--- config.mk ---
export PLATFORM = sky130hd
export DESIGN_NAME = wdog_top
export DESIGN_NICKNAME = d
export VERILOG_FILES = /design/src/rtl/wdog_pkg.sv /design/src/rtl/wdog_unlock.sv /design/src/rtl/wdog_presc.sv /design/src/rtl/wdog_stages.sv /design/src/rtl/wdog_top.sv
export SDC_FILE = /design/constraint.sdc
export NUM_CORES = 1
export LEC_CHECK = 0
export BUFFER_PORTS_ARGS = -buffer_cell sky130_fd_sc_hd__buf_2
export CAP_MARGIN = 20
export CELL_PAD_IN_SITES_DETAIL_PLACEMENT = 0
export CELL_PAD_IN_SITES_GLOBAL_PLACEMENT = 2
export CORE_UTILIZATION = 38
export CTS_BUF_LIST = sky130_fd_sc_hd__clkbuf_16
export DETAILED_ROUTE_END_ITERATION = 8
export PLACE_DENSITY = 0.81
export SYNTH_ARGS = -nofsm -noshare
export SYNTH_HDL_FRONTEND = slang
export SYNTH_SLANG_ARGS = --single-unit
--- constraint.sdc ---
create_clock -name clk -period 3.5 [get_ports clk]
set_clock_uncertainty 0.05 [all_clocks]
set_input_delay 0.175 -clock clk [delete_from_list [all_inputs] [get_ports clk]]
set_output_delay 0.175 -clock clk [all_outputs]
set_load 0.02 [all_outputs]
--- src/rtl/wdog_pkg.sv ---
package wdog_pkg;
  localparam int ADDR_W = 3;

  localparam logic [ADDR_W-1:0] A_CFG    = 3'd0;
  localparam logic [ADDR_W-1:0] A_EN     = 3'd1;
  localparam logic [ADDR_W-1:0] A_PRE1   = 3'd2;
  localparam logic [ADDR_W-1:0] A_PRE2   = 3'd3;
  localparam logic [ADDR_W-1:0] A_RELOAD = 3'd4;

  localparam logic [7:0] KEY_FIRST  = 8'h80;
  localparam logic [7:0] KEY_SECOND = 8'h86;

  localparam int RLD_BIT      = 8;
  localparam int TOUT_BIT     = 9;
  localparam int CFG_FAST_BIT = 0;
  localparam int CFG_W        = 4;

  localparam logic [1:0] IRQ_MASKED = 2'b10;

  typedef enum logic [1:0] {UL_IDLE, UL_KEY1, UL_ARMED} unlock_e;
  typedef enum logic {ST_ONE, ST_TWO} stage_e;
endpackage

--- src/rtl/wdog_unlock.sv ---
module wdog_unlock import wdog_pkg::*; #(
  parameter int DATA_W = 32
) (
  input  logic              clk,
  input  logic              por_n,
  input  logic              wr_en,
  input  logic [ADDR_W-1:0] addr,
  input  logic [DATA_W-1:0] wdata,
  output logic              grant
);
  unlock_e st_q, st_d;
  logic    prot;

  always_comb begin
    prot  = (addr == A_PRE1) || (addr == A_PRE2) || (addr == A_RELOAD);
    grant = wr_en && prot && (st_q == UL_ARMED);
    st_d  = st_q;
    if (wr_en && prot) begin
      unique case (st_q)
        UL_IDLE:
          st_d = (addr == A_RELOAD && wdata == DATA_W'(KEY_FIRST)) ? UL_KEY1 : UL_IDLE;
        UL_KEY1:
          st_d = (addr == A_RELOAD && wdata == DATA_W'(KEY_SECOND)) ? UL_ARMED : UL_IDLE;
        default:
          st_d = UL_IDLE;  // armed write consumed
      endcase
    end
  end

  always_ff @(posedge clk or negedge por_n) begin
    if (!por_n) st_q <= UL_IDLE;
    else        st_q <= st_d;
  end
endmodule

--- src/rtl/wdog_presc.sv ---
module wdog_presc #(
  parameter int DIV_FAST = 32,
  parameter int DIV_SLOW = 32768
) (
  input  logic clk,
  input  logic por_n,
  input  logic clr,
  input  logic run,
  input  logic fast,
  output logic tick
);
  localparam int DIV_MAX = (DIV_SLOW > DIV_FAST) ? DIV_SLOW : DIV_FAST;
  localparam int PW      = (DIV_MAX > 2) ? $clog2(DIV_MAX) : 1;
  localparam logic [PW-1:0] LIM_F = PW'(DIV_FAST - 1);
  localparam logic [PW-1:0] LIM_S = PW'(DIV_SLOW - 1);

  logic [PW-1:0] cnt_q;
  logic [PW-1:0] lim;

  assign lim  = fast ? LIM_F : LIM_S;
  assign tick = run && (cnt_q >= lim);

  always_ff @(posedge clk or negedge por_n) begin
    if (!por_n)   cnt_q <= '0;
    else if (clr) cnt_q <= '0;
    else if (run) cnt_q <= tick ? '0 : cnt_q + 1'b1;
  end
endmodule

--- src/rtl/wdog_stages.sv ---
module wdog_stages import wdog_pkg::*; #(
  parameter int CNT_W = 24
) (
  input  logic             clk,
  input  logic             por_n,
  input  logic             load,
  input  logic             tick,
  input  logic             irq_en,
  input  logic [CNT_W-1:0] pre1,
  input  logic [CNT_W-1:0] pre2,
  output logic             irq_o,
  output logic             rst_req_o
);
  stage_e           st_q;
  logic [CNT_W-1:0] cnt_q;
  logic             expire;

  // A stage ends on the tick that finds one (or zero) count left.
  assign expire = tick && (cnt_q <= CNT_W'(1));

  always_ff @(posedge clk or negedge por_n) begin
    if (!por_n) begin
      st_q      <= ST_ONE;
      cnt_q     <= '0;
      irq_o     <= 1'b0;
      rst_req_o <= 1'b0;
    end else begin
      irq_o     <= 1'b0;
      rst_req_o <= 1'b0;
      if (load) begin
        st_q  <= ST_ONE;
        cnt_q <= pre1;
      end else if (expire) begin
        if (st_q == ST_ONE) begin
          irq_o <= irq_en;
          st_q  <= ST_TWO;
          cnt_q <= pre2;
        end else begin
          rst_req_o <= 1'b1;
          st_q      <= ST_ONE;
          cnt_q     <= pre1;
        end
      end else if (tick) begin
        cnt_q <= cnt_q - 1'b1;
      end
    end
  end
endmodule

--- src/rtl/wdog_top.sv ---
module wdog_top import wdog_pkg::*; #(
  parameter int DATA_W    = 32,
  parameter int CNT_W     = 24,
  parameter int DIV_FAST  = 32,
  parameter int DIV_SLOW  = 32768,
  parameter int PRE1_INIT = 1000,
  parameter int PRE2_INIT = 2
) (
  input  logic              clk,
  input  logic              por_n,
  input  logic              wr_en,
  input  logic [ADDR_W-1:0] addr,
  input  logic [DATA_W-1:0] wdata,
  output logic [DATA_W-1:0] rdata,
  output logic              irq_o,
  output logic              rst_req_o
);
  logic [CFG_W-1:0] cfg_q;
  logic             en_q;
  logic [CNT_W-1:0] pre1_q, pre2_q;
  logic             flag_q;
  logic             grant;
  logic             start, reload, tick, irq_en;

  wdog_unlock #(.DATA_W(DATA_W)) u_unlock (
    .clk(clk), .por_n(por_n), .wr_en(wr_en), .addr(addr), .wdata(wdata), .grant(grant)
  );

  assign start  = wr_en && (addr == A_EN) && wdata[0] && !en_q;
  assign reload = grant && (addr == A_RELOAD) && wdata[RLD_BIT];
  assign irq_en = (cfg_q[3:2] != IRQ_MASKED);

  wdog_presc #(.DIV_FAST(DIV_FAST), .DIV_SLOW(DIV_SLOW)) u_presc (
    .clk(clk), .por_n(por_n), .clr(start || reload), .run(en_q),
    .fast(cfg_q[CFG_FAST_BIT]), .tick(tick)
  );

  wdog_stages #(.CNT_W(CNT_W)) u_stages (
    .clk(clk), .por_n(por_n), .load(start || reload), .tick(tick), .irq_en(irq_en),
    .pre1(pre1_q), .pre2(pre2_q), .irq_o(irq_o), .rst_req_o(rst_req_o)
  );

  always_ff @(posedge clk or negedge por_n) begin
    if (!por_n) begin
      cfg_q  <= '0;
      en_q   <= 1'b0;
      pre1_q <= CNT_W'(PRE1_INIT);
      pre2_q <= CNT_W'(PRE2_INIT);
      flag_q <= 1'b0;
    end else begin
      if (wr_en && addr == A_CFG) cfg_q <= wdata[CFG_W-1:0];
      if (wr_en && addr == A_EN)  en_q  <= wdata[0];
      if (grant && addr == A_PRE1) pre1_q <= wdata[CNT_W-1:0];
      if (grant && addr == A_PRE2) pre2_q <= wdata[CNT_W-1:0];
      // Setting outranks clearing; the flag ignores the request it records.
      if (rst_req_o) flag_q <= 1'b1;
      else if (grant && addr == A_RELOAD && wdata[TOUT_BIT]) flag_q <= 1'b0;
    end
  end

  always_comb begin
    rdata = '0;
    unique case (addr)
      A_CFG:    rdata = DATA_W'(cfg_q);
      A_EN:     rdata = DATA_W'(en_q);
      A_PRE1:   rdata = DATA_W'(pre1_q);
      A_PRE2:   rdata = DATA_W'(pre2_q);
      A_RELOAD: rdata[TOUT_BIT] = flag_q;
      default:  rdata = '0;
    endcase
  end
endmodule

* After elaboration in Yosys (flattened, before gate mapping) *
Index checks and enable logic that the tools add are counted.

operators by class
  equality and inequality tests = 9
  reductions and logical operators = 25
  $lt $le $gt $ge = 2
  $add $sub $neg = 2
  multiplexer cells = 25

operator list
  kind                                                                                number
  24-bit two-way mux                                                                  4
  32-bit by 8-bit equality test with 1-bit output (second input constant)             2
  15-bit two-way mux                                                                  4
  9-bit case mux with 4 select lines                                                  1
  14-bit case mux with 2 select lines                                                 1
  24-bit by 1-bit less-or-equal comparator with 1-bit output (second input constant)  1
  24-bit by 1-bit subtractor with 24-bit output (second input constant)               1
  15-bit by 1-bit adder with 15-bit output (second input constant)                    1
  15-bit >= comparator                                                                1
  1-bit logical AND                                                                   15
  1-bit two-way mux                                                                   12
  3-bit by 2-bit equality test with 1-bit output (second input constant)              2
  2-bit nonzero test                                                                  3
  2-bit case mux with 2 select lines                                                  1
  3-bit by 1-bit equality test with 1-bit output (second input constant)              1
  3-bit equality test (second input constant)                                         1
  3-bit logical NOT                                                                   1
  1-bit logical OR                                                                    3
  1-bit case mux with 3 select lines                                                  1
  3-bit nonzero test                                                                  1
  2-bit by 1-bit equality test with 1-bit output (second input constant)              1
  2-bit equality test (second input constant)                                         1
  2-bit logical NOT                                                                   1
  2-bit two-way mux                                                                   1
  other kinds (2)                                                                     2

word-level totals
  output and inout bits = 34
  word-level logic and storage cells = 74
  input port bits = 38
  register bits after elaboration = 98

* Logic depth before layout (Yosys ltp) *
Gate-level depths: netlist of run 1.

  depth after elaboration = 9
  mapped depth = 10

* Modules after synthesis *
Synthesis of run 1 repeated with hierarchy kept, for this count alone.

second synthesis, totals
  cells, all modules = 642
  area, all modules = 6319.8 µm²

by module, submodules not included
  module       cells each  area each (µm²)  times used  seq. area each (µm²)
  wdog_top     193         2578.7           1           1360.1
  wdog_stages  272         2233.4           1           675.6
  wdog_presc   154         1305.0           1           375.4
  wdog_unlock  23          202.7            1           50.0

* Worst setup path before layout of run 1 *
OpenSTA, ideal clock, no wires.

  kind = flip-flop to flip-flop
  start = register cfg_q[0]
  end = register u_stages.irq_o
  setup time = 0.111 ns
  cell stages (with the launch flop) = 8
  arrival time = 2.285 ns
  period minus slack after synthesis = 2.447 ns
  data required time = 3.339 ns
  slack = 1.053 ns
  path through = dfrtp_1 > ha_1 > and3_1 > nand3_1 > o311ai_2 > clkbuf_1 > nand2_1 > a2111oi_2

on the way
  longest elaborated chain between the ends = 6

RTL lines
  what                    line               text
  start, declared         wdog_top.sv:18     logic [CFG_W-1:0] cfg_q;
  start signal, assigned  wdog_top.sv:51     if (wr_en && addr == A_CFG) cfg_q <= wdata[CFG_W-1:0];
  15-bit two-way mux      wdog_presc.sv:20   assign lim = fast ? LIM_F : LIM_S;
  15-bit >= comparator    wdog_presc.sv:21   assign tick = run && (cnt_q >= lim);
  1-bit logical AND       wdog_presc.sv:21
  1-bit logical AND       wdog_stages.sv:19  assign expire = tick && (cnt_q <= CNT_W'(1));
  1-bit two-way mux       wdog_stages.sv:33  end else if (expire) begin
  1-bit two-way mux       wdog_stages.sv:30  if (load) begin
  end signal, assigned    wdog_stages.sv:35  irq_o <= irq_en;
  end, declared           wdog_stages.sv:11  output logic irq_o,

No other way between the ends.
A chain may end at the register's enable or synchronous reset.

* Final worst setup path of run 1 *
  start = register cfg_q[0]
  end = register u_stages.cnt_q[11]

on the way
  longest elaborated chain between the ends = 6

RTL lines
  what                    line               text
  15-bit two-way mux *    wdog_presc.sv:20
  15-bit >= comparator *  wdog_presc.sv:21
  1-bit logical AND *     wdog_presc.sv:21
  1-bit logical AND       wdog_stages.sv:19
  24-bit two-way mux      wdog_stages.sv:33
  24-bit two-way mux      wdog_stages.sv:30
  end signal, assigned    wdog_stages.sv:32  cnt_q <= pre1;
  end signal, assigned    wdog_stages.sv:37  cnt_q <= pre2;
  end signal, assigned    wdog_stages.sv:41  cnt_q <= pre1;
  end, declared           wdog_stages.sv:15  logic [CNT_W-1:0] cnt_q;

Every way passes the cells marked *; elsewhere a longest branch is shown, timed or not.

==> results.sh, run 1 <==
export IMPL_yosys_mux_area_fraction_pct=13.5
export IMPL_hold_path_class="in2reg"
export IMPL_post_place_ws_ps=750
export IMPL_worstPathRequired_ps=3690
export IMPL_grt_pass1_vias=4615
export IMPL_leakagePower_uw=0.00296
export IMPL_reg2reg_to="u_stages.cnt_q[11]"
export IMPL_max_freq_ghz=0.364
export IMPL_yosys_area_share_simple_pct=18.5
export IMPL_synth_compound_area_share_pct=15.9
export IMPL_ioPinCount=72
export IMPL_die_x_um=126
export IMPL_cts_path_max_buffers=2
export IMPL_dr_pass1_iters=4
export IMPL_dp_hpwl_um=11300
export IMPL_worstMarginPinSlew_ps=944
export IMPL_synth_seq_area_share_pct=41.9
export IMPL_hold_viol=0
export IMPL_gp_congestion=0.783
export IMPL_wire_per_inst_um=19.1
export IMPL_drc_errors=0
export IMPL_synth_cells=580
export IMPL_dieArea_sq_mm=0.0159
export IMPL_globalRouteTotalUtil_pct=20.9
export IMPL_netlist_area_sq_mm=0.00587
export IMPL_peakVddDrop_uv=267
export IMPL_antenna_left=0
export IMPL_synth_top_family_by_area="simple AND/OR/NAND/NOR gates"
export IMPL_tritoncts="built"
export IMPL_clockRootBuffer="clkbuf_16"
export IMPL_layout_drive_gt1_share_pct=27.6
export IMPL_synth_warning_count=0
export IMPL_grt_pass1_wl_um=25700
export IMPL_area_growth_syn_to_layout_pct=13.4
export IMPL_crit_fanout=14
export IMPL_p_int_uw=2050
export IMPL_initial_core_util_pct=38.7
export IMPL_multi_input_area_sq_mm=0.00315
export IMPL_maxCapViolations=0
export IMPL_pwr_share_seq_pct=47.0
export IMPL_num_rows=45
export IMPL_power_frac_comb_pct=19.5
export IMPL_drt_iter0_markers=252
export IMPL_fin_crit_sh_pct=78.4
export IMPL_port_buffers=63
export IMPL_swShare_pct=32.1
export IMPL_numCtsBuffers=9
export IMPL_critPathLaunchType="register"
export IMPL_grt_max_degree=73
export IMPL_overflow=0
export IMPL_finish_utilization_pct=43.9
export IMPL_p_sw_uw=969
export IMPL_criticalPathCategory="reg2reg"
export IMPL_period_minus_slack_ps=2750
export IMPL_wl_um=15900
export IMPL_synth_distinct_cells=71
export IMPL_grt_antenna_before_repair=0
export IMPL_insertedDiodeCount=0
export IMPL_seq_area_sq_mm=0.00246
export IMPL_ys_ff_latch=98
export IMPL_outcome="complete, no violations"
export IMPL_synth_xor_area_share_pct=2.54
export IMPL_crit_reg2reg_launch="cfg_q[0]"
export IMPL_reg2reg_slack_ps=750
export IMPL_crit_arrival_ps=2940
export IMPL_power_share_clock_pct=33.5
export IMPL_via_per_inst=5.70
export IMPL_clock_latency_ps=350
export IMPL_powerDensity_mw_per_mm2=454
export IMPL_htree_num_levels=3
export IMPL_ys_flop_type="dfrtp_1"
export IMPL_endpoint_kind="register"
export IMPL_cts_resized=0
export IMPL_core_region_area_sq_mm=0.0151
export IMPL_cp_startpoint="cfg_q[0]"
export IMPL_clock_sinks=98
export IMPL_post_cts_setup_buffers=0
export IMPL_rsz0062_at_grt="no"
export IMPL_final_setup_tns_ps=0
export IMPL_dpl_cell_count=814
export IMPL_synth_async_reset_ratio_pct=100
export IMPL_via_count=4745
export IMPL_final_cell_count_no_fill=832
export IMPL_rr_worst_depth=8
export IMPL_slew_headroom_pct=37.1
export IMPL_whs_ps=27.0
export IMPL_final_max_slew_violation_count=0
export IMPL_synth_adder_area_share_pct=2.77
export IMPL_die_h_um=126
export IMPL_final_nets=690
export IMPL_worstSetupEndpoint="u_stages.cnt_q[11]"
export IMPL_synth_edff_count=0
export IMPL_nFillCells=1469
export IMPL_clkTransAtPathRegs_ps=70
export IMPL_setup_ws_ps=755
export IMPL_setup_violations=0
export IMPL_avgSynthCellArea_sq_um=10.1
metal layers:
layer,vias to the layer above,wire length (um),GRT usage [%]
li1,2260,-,-
met1,2360,7580,28.5
met2,105,7450,33.5
met3,20,523,3.40
met4,0,362,7.73
met5,-,0,0
how the worst min path moves through the flow:
stage | startpoint | end | cells after the start
after detailed placement | por_n | u_presc.cnt_q[14] | 1
after global placement | por_n | u_presc.cnt_q[13] | 1
after CTS | wdata[22] | pre1_q[22] | 3
after floorplan | por_n | cfg_q[0] | 0
after global routing | wdata[7] | pre2_q[7] | 2
final | wdata[22] | pre1_q[22] | 3
worst max-delay path, stage by stage, from the launching register on:
cell and delay [ps]:
dfrtp_1 530, ha_1 380, and3_1 160, nand3_1 120, o311ai_2 550, buf_4 320
nand3_1 120, o211a_1 230, o22a_1 170
kinds of logic (layout without fill, tap and decap cells):
kind of cell,Yosys count,in the layout
simple gates,198,198
compound gates,131,131
flops,98,98
mux,71,71
buf+inv,51,108
xor+xnor,17,17
fa+ha+maj,13,13
other cells,1,8
synth_stat cells, drive strengths merged, types with 10 or more instances:
master	count	area, sq um
o22ai	10	62.6
inv	10	37.5
nand3	19	108
xor2	12	105
nand2	52	198
mux2	56	631
a22o	19	166
nor2	45	176
nor3	17	90.1
mux2i	14	140
clkbuf	22	103
nand4	12	75.1
nor4	17	170
ha	13	163
o21ai	23	115
buf	18	131
a21oi	27	135
dfrtp	91	2280
sequential cells by signal (all words and copies together) (netlist names), 2 cells and up:
signal          count
cfg_q               4
u_presc.cnt_q      15
pre2_q             24
u_unlock.st_q       2
pre1_q             24
u_stages.cnt_q     24
final cells by class:
type	instances	share of cell area, %
clock buffers	9	3.38
clock inverters	7	1.05
inverters	10	0.564
multi-input cells	438	47.4
flip-flops and latches	98	37.0
well taps	188	3.53
repair buffers	82	7.11
stage by stage:
step,power (uW),instance area [sq um]
3_5_place_dp,2030,6340
6_report,3020,6660
2_1_floorplan,1830,5890
4_1_cts,3050,6650
5_1_grt,3170,6660
3_3_place_gp,2010,6340
placed cells by master (no fill, tap or decap), types with 3 or more instances in the layout:
cell type	instances
nor4_4	3
o21ai_0	23
nand2b_1	3
mux2_2	56
o21a_1	3
buf_2	62
inv_1	10
dfrtp_1	91
ha_1	13
a22oi_1	7
nor3_1	16
clkbuf_16	9
buf_4	17
nor2_1	44
nand4_1	12
and3_1	5
and2_1	4
o22ai_1	10
xor2_1	12
nor2b_1	4
a21boi_0	3
o22a_1	6
xnor2_1	5
dfstp_2	7
mux2i_1	14
a22o_1	19
nor4b_1	6
conb_1	8
a211oi_1	7
a31oi_1	5
nand2_1	51
nor4_2	3
nor4_1	11
nand3_1	18
a21oi_1	27
o211ai_1	3
power by group through the flow:
stage / registers (uW) / logic [uW] / clock network [uW]
after CTS: 1420 / 595 / 1040
after global routing: 1440 / 660 / 1080
after floorplan: 1380 / 451 / 0
after detailed placement: 1440 / 592 / 0
after global placement: 1430 / 578 / 0
final: 1420 / 589 / 1010
timing repair:
| action | in CTS | in global routing |
|---|---|---|
| hold buffers | 1 | 0 |
| endpoints found under the setup margin | 0 | 0 |
| endpoints found under the hold margin | 58 | 0 |
(Power assumes the default switching activity.)
==> inputs of run 2 (changes only) <==
--- a/config.mk
+++ b/config.mk
@@ -9,10 +9,10 @@
 export CAP_MARGIN = 20
 export CELL_PAD_IN_SITES_DETAIL_PLACEMENT = 0
 export CELL_PAD_IN_SITES_GLOBAL_PLACEMENT = 2
-export CORE_UTILIZATION = 38
+export CORE_UTILIZATION = 34
 export CTS_BUF_LIST = sky130_fd_sc_hd__clkbuf_16
 export DETAILED_ROUTE_END_ITERATION = 8
-export PLACE_DENSITY = 0.81
+export PLACE_DENSITY = 0.77
 export SYNTH_ARGS = -nofsm -noshare
 export SYNTH_HDL_FRONTEND = slang
 export SYNTH_SLANG_ARGS = --single-unit
==> constraint.sdc (replaced) <==
create_clock -name clk -period 2.2 [get_ports clk]
set_clock_uncertainty 0.05 [all_clocks]
set_input_delay 0.11 -clock clk [delete_from_list [all_inputs] [get_ports clk]]
set_output_delay 0.11 -clock clk [all_outputs]
set_load 0.02 [all_outputs]
==> results.sh, run 2 (synthesis gave the netlist of run 1 again) <==
export IMPL_outcome="finished, violations left"
export IMPL_violations="negative setup slack"
export IMPL_largestRegisters="pre1_q (24), pre2_q (24), u_stages.cnt_q (24)"
export IMPL_via_per_inst=5.37
export IMPL_power_frac_comb_pct=30.1
export IMPL_worstMarginPinSlew_ps=670
export IMPL_fin_crit_sh_pct=111
export IMPL_htree_num_levels=3
export IMPL_area_growth_syn_to_layout_pct=41.6
export IMPL_insertedDiodeCount=0
export IMPL_final_cell_mix="buf_4, dfrtp_1, buf_2"
export IMPL_p_sw_uw=1790
export IMPL_die_h_um=133
export IMPL_critPathLaunchType="register"
export IMPL_p_int_uw=3570
export IMPL_hold_start="wdata[8]"
export IMPL_numCtsBuffers=9
export IMPL_antenna_left=0
export IMPL_clockRootBuffer="clkbuf_16"
export IMPL_cp_startpoint="cfg_q[0]"
export IMPL_grt_pass1_vias=5558
export IMPL_finish_utilization_pct=49.8
export IMPL_setup_violations=41
export IMPL_ioPinCount=72
export IMPL_maxCapViolations=0
export IMPL_swShare_pct=33.4
export IMPL_overflow=0
export IMPL_grt_pass1_wl_um=29100
export IMPL_via_count=5297
export IMPL_rsz0062_at_grt="yes"
export IMPL_final_setup_tns_ps=-4820
export IMPL_post_place_ws_ps=-233
export IMPL_criticalPathCategory="reg2reg"
export IMPL_crit_slowest_cell="dfrtp_2"
export IMPL_crit_fanout=5
export IMPL_num_rows=47
export IMPL_max_stage_delay_ps=450
export IMPL_power_share_clock_pct=29.5
export IMPL_gp_congestion=0.860
export IMPL_clock_latency_ps=360
export IMPL_critPathTopFamily="compound AO/OA/AOI/OAI gates"
export IMPL_powerDensity_mw_per_mm2=645
export IMPL_endpoint_kind="register"
export IMPL_globalRouteTotalUtil_pct=21.0
export IMPL_initial_core_util_pct=35.1
export IMPL_max_freq_ghz=0.410
export IMPL_multi_input_area_sq_mm=0.00358
export IMPL_final_common_cell="buf_4"
export IMPL_hold_viol=0
export IMPL_clkTransAtPathRegs_ps=80
export IMPL_grt_max_degree=46
export IMPL_crit_reg2reg_launch="cfg_q[0]"
export IMPL_dr_pass1_iters=4
export IMPL_leakagePower_uw=0.00375
export IMPL_crit_arrival_ps=2640
export IMPL_nFillCells=1562
export IMPL_whs_ps=25.3
export IMPL_drc_errors=0
export IMPL_layout_drive_gt1_share_pct=44.6
export IMPL_seq_area_sq_mm=0.00246
export IMPL_power_uw=5360
export IMPL_core_region_area_sq_mm=0.0167
export IMPL_final_max_slew_violation_count=0
export IMPL_clock_sinks=98
export IMPL_slew_headroom_pct=55.3
export IMPL_wl_um=18000
export IMPL_cpMostUsedCell="buf_6"
export IMPL_pwr_share_seq_pct=40.4
export IMPL_final_nets=813
export IMPL_port_buffers=63
export IMPL_cts_path_max_buffers=2
export IMPL_dieArea_sq_mm=0.0178
export IMPL_critPathBufInv=4
export IMPL_wire_per_inst_um=18.3
export IMPL_grt_antenna_before_repair=0
export IMPL_hold_path_class="in2reg"
export IMPL_dp_hpwl_um=12400
export IMPL_drt_iter0_markers=275
export IMPL_tritoncts="built"
export IMPL_setup_ws_ps=-240
export IMPL_peakVddDrop_uv=474
export IMPL_crit_chain="buf_6 > ha_4 > nand4_1 > a21oi_2 > a211oi_4 > buf_4 > o311ai_4 > buf_6 > a31oi_4 > buf_6 > o22a_1"
export IMPL_worstPathRequired_ps=2400
export IMPL_die_x_um=133
export IMPL_period_minus_slack_ps=2440
-- run 2: changes by cell type in the layout (fill, tap and decap cells not counted), moves of 5 or more --
cell | before | now
dlygate4sd3_1 | 1 | 22
nor2_1 | 44 | 37
buf_6 | 0 | 16
o21ai_0 | 23 | 8
a21oi_2 | 0 | 10
nor3_1 | 16 | 11
o21ai_1 | 0 | 11
buf_4 | 17 | 93
buf_12 | 1 | 8
a21oi_1 | 27 | 17
ha_4 | 0 | 5
a211oi_1 | 7 | 2
nor2_2 | 0 | 5
ha_1 | 13 | 8
-- run 2: repair_timing --
action / 4_1_cts / 5_1_grt
gates cloned: 3 / 0
hold endpoints to repair: 83 / 0
pin swaps: 17 / 11
setup buffers: 16 / 5
endpoints found under the setup margin: 37 / 42
resized for setup: 56 / 48
hold buffers: 22 / 0
-- run 2: through the flow --
stage / area (sq um) / std cells
detailed placement: 7140 / 927
global placement: 7140 / 927
floorplan: 5950 / 587
global route: 8310 / 987
CTS: 8080 / 984
finish: 8310 / 987
-- run 2: power groups by stage --
| stage | clock [uW] | combinational [uW] | sequential, uW |
|---|---|---|---|
| 2_1_floorplan | 0 | 726 | 2200 |
| 3_3_place_gp | 0 | 1370 | 2190 |
| 3_5_place_dp | 0 | 1390 | 2200 |
| 4_1_cts | 1620 | 1520 | 2150 |
| 5_1_grt | 1670 | 1760 | 2190 |
| 6_report | 1580 | 1610 | 2160 |
-- run 2: area by class of cell --
| type | instances | area share [%] |
|---|---|---|
| clock buffers | 9 | 2.71 |
| clock inverters | 7 | 0.708 |
| inverters | 10 | 0.452 |
| multi-input cells | 438 | 43.1 |
| flip-flops and latches | 98 | 29.7 |
| well taps | 220 | 3.31 |
| repair buffers | 205 | 20.0 |
-- run 2: worst paths after layout --
kind,end,slack (ps),cells after the start
setup / recovery,u_stages.cnt_q[10],-240,11
hold reg to reg,flag_q,410,1
hold / removal,pre1_q[8],30,2
setup reg to reg,u_stages.cnt_q[10],-240,11
min in group asynchronous,u_presc.cnt_q[0],270,2
max in group asynchronous,pre1_q[7],1170,3
-- run 2: layer usage --
metal | global-route usage [%] | vias to the layer above | wire (um)
met1 | 26.6 | 2638 | 8030
met4 | 9.03 | 0 | 493
met5 | 0 | - | 0
met2 | 36.3 | 119 | 8980
li1 | - | 2510 | -
met3 | 2.36 | 30 | 527
==> inputs of run 3 (changes only) <==
--- a/config.mk
+++ b/config.mk
@@ -15,4 +15,5 @@
 export PLACE_DENSITY = 0.77
 export SYNTH_ARGS = -nofsm -noshare
 export SYNTH_HDL_FRONTEND = slang
+export SYNTH_HIERARCHICAL = 1
 export SYNTH_SLANG_ARGS = --single-unit
==> results.sh, run 3 <==
export IMPL_outcome="finished, violations left"
export IMPL_violations="negative setup slack"
export IMPL_nFillCells=1635
export IMPL_hold_path_class="in2reg"
export IMPL_max_freq_ghz=0.329
export IMPL_core_region_area_sq_mm=0.0181
export IMPL_setup_ws_ps=-841
export IMPL_power_share_clock_pct=23.2
export IMPL_worstMarginPinSlew_ps=576
export IMPL_final_max_slew_violation_count=0
export IMPL_yosys_area_top_type="dfrtp_1"
export IMPL_final_cell_count_no_fill=1058
export IMPL_die_h_um=138
export IMPL_port_buffers=63
export IMPL_pwr_share_seq_pct=33.4
export IMPL_clock_sinks=98
export IMPL_antenna_left=0
export IMPL_synth_xor_area_share_pct=2.22
export IMPL_worstPathRequired_ps=2390
export IMPL_synth_top_family_by_area="simple AND/OR/NAND/NOR gates"
export IMPL_numCtsBuffers=9
export IMPL_synth_top_area_share_pct=36.0
export IMPL_final_cell_mix="buf_4, dfrtp_1, nor2_1"
export IMPL_ys_top_cells_by_area="dfrtp_1, mux2_2, mux2i_1"
export IMPL_synth_compound_area_share_pct=14.2
export IMPL_via_count=5821
export IMPL_insertedDiodeCount=0
export IMPL_drt_iter0_markers=340
export IMPL_avgSynthCellArea_sq_um=9.84
export IMPL_grt_pass1_wl_um=31800
export IMPL_grt_pass1_vias=6017
export IMPL_num_rows=49
export IMPL_die_x_um=138
export IMPL_layout_drive_gt1_share_pct=41.0
export IMPL_netlist_area_sq_mm=0.00632
export IMPL_powerDensity_mw_per_mm2=790
export IMPL_via_per_inst=5.50
export IMPL_grt_antenna_before_repair=0
export IMPL_swShare_pct=37.8
export IMPL_synth_async_reset_ratio_pct=100
export IMPL_synth_edff_count=0
export IMPL_ys_flop_type="dfrtp_1"
export IMPL_fin_crit_sh_pct=138
export IMPL_setup_violations=42
export IMPL_rsz0062_at_grt="yes"
export IMPL_criticalPathCategory="reg2reg"
export IMPL_maxCapViolations=0
export IMPL_slew_headroom_pct=61.5
export IMPL_clock_latency_ps=360
export IMPL_power_frac_comb_pct=43.4
export IMPL_synthTopCellsByCount="dfrtp_1, nor2_1, mux2_2"
export IMPL_ys_ff_latch=98
export IMPL_area_growth_syn_to_layout_pct=38.6
export IMPL_initial_core_util_pct=34.9
export IMPL_tritoncts="built"
export IMPL_final_nets=875
export IMPL_crit_chain="buf_4 > ha_4 > nand4_1 > a2111oi_4 > nand3_2 > a31oi_4 > nor2b_4 > and4b_1 > nand3_2 > buf_12 > a2111oi_4 > a211oi_2"
export IMPL_cts_path_max_buffers=2
export IMPL_ioPinCount=72
export IMPL_yosys_area_share_simple_pct=20.9
export IMPL_yosysMostFrequentCell="dfrtp_1"
export IMPL_wl_um=19400
export IMPL_clockRootBuffer="clkbuf_16"
export IMPL_clkTransAtPathRegs_ps=80
export IMPL_synth_adder_area_share_pct=2.57
export IMPL_grt_max_degree=58
export IMPL_synth_seq_area_share_pct=38.9
export IMPL_p_int_uw=4310
export IMPL_wire_per_inst_um=18.3
export IMPL_period_minus_slack_ps=3040
export IMPL_max_stage_delay_ps=440
export IMPL_synth_warning_count=6
export IMPL_dpl_cell_count=1001
export IMPL_overflow=0
export IMPL_htree_num_levels=3
export IMPL_dr_pass1_iters=5
export IMPL_post_place_ws_ps=-956
export IMPL_globalRouteTotalUtil_pct=20.8
export IMPL_crit_fanout=10
export IMPL_final_setup_tns_ps=-22650
export IMPL_leakagePower_uw=0.00384
export IMPL_endpoint_kind="register"
export IMPL_dp_hpwl_um=13600
export IMPL_p_sw_uw=2610
export IMPL_power_uw=6920
export IMPL_crit_slowest_cell="dfrtp_2"
export IMPL_gp_congestion=0.893
export IMPL_synth_distinct_cells=79
export IMPL_drc_errors=0
export IMPL_reg2reg_slack_ps=-840
export IMPL_dieArea_sq_mm=0.0191
export IMPL_finish_utilization_pct=48.4
export IMPL_peakVddDrop_uv=440
export IMPL_crit_arrival_ps=3230
export IMPL_critPathLaunchType="register"
export IMPL_hold_viol=0
export IMPL_final_common_cell="buf_4"
export IMPL_synth_cells=642
export IMPL_largestRegisters="pre1_q (24), pre2_q (24), u_stages/cnt_q (24)"
export IMPL_yosys_mux_area_fraction_pct=16.2
-- run 3: cell families (layout without fill, tap and decap cells) --
logic type                 count (synthesis)  in the layout
DFF                                       98             98
buffers and inverters                     62            242
other                                      1              8
AOI/OAI and AO/OA                        123            123
muxes                                     94             94
xor gates and xnor gates                  16             16
and+or+nand+nor                          235            235
adders and majority gates                 13             13
-- run 3: critical path: cells and delay by family (launching register included) --
kind | cells | cell delay (ps)
adders and majority gates | 1 | 270
AOI/OAI and AO/OA | 4 | 920
and+or+nand+nor | 5 | 890
buffers and inverters | 2 | 350
DFF | 1 | 440
-- run 3: worst paths after layout --
kind | from | end | depth (start not counted)
worst min register to register | u_stages/rst_req_o | flag_q | 1
worst max register to register | cfg_q[0] | u_stages/cnt_q[6] | 12
worst max-delay path | cfg_q[0] | u_stages/cnt_q[6] | 12
min in group asynchronous | por_n | pre2_q[19] | 2
worst min-delay path | wdata[2] | cfg_q[2] | 2
max in group asynchronous | por_n | pre1_q[7] | 3
-- run 3: timing repair --
action                                 4_1_cts  5_1_grt
resized for setup                           73       11
setup buffers                               16        2
setup endpoints to repair                   42       43
hold buffers                                22        0
cloned                                       3        0
endpoints found under the hold margin      132        0
pin swaps                                   32        3
-- run 3: layer usage --
| metal | vias to the layer above | part of all wire [%] | GRT usage (%) |
|---|---|---|---|
| met5 | - | 0 | 0 |
| met2 | 139 | 50 | 36.1 |
| met1 | 2895 | 44 | 26.6 |
| met3 | 24 | 3.7 | 3.36 |
| met4 | 0 | 1.7 | 6.21 |
| li1 | 2763 | - | - |
-- run 3: area by class of cell --
class                   instances  area (sq um)  area share (%)
multi-input cells             489          3990            45.6
flip-flops and latches         98          2460            28.1
repair buffers                212          1670            19.0
well taps                     229           287            3.27
clock buffers                   9           225            2.57
clock inverters                 7          72.6           0.828
inverters                      14          52.6           0.600
-- run 3: metrics by stage --
| stage | instance area (sq um) | hold WS [ps] |
|---|---|---|
| global placement | 7600 | -22.9 |
| global route | 8760 | 29.5 |
| finish | 8760 | 20.0 |
| CTS | 8720 | 4.26 |
| floorplan | 6400 | -236 |
| detailed placement | 7600 | -29.5 |
-- run 3: power groups by stage --
stage	Combinational (uW)	Clock [uW]	Sequential, uW
4_1_cts	2930	1650	2310
2_1_floorplan	1440	0	2380
5_1_grt	3260	1730	2350
3_3_place_gp	2540	0	2330
3_5_place_dp	2560	0	2340
6_report	3000	1610	2310
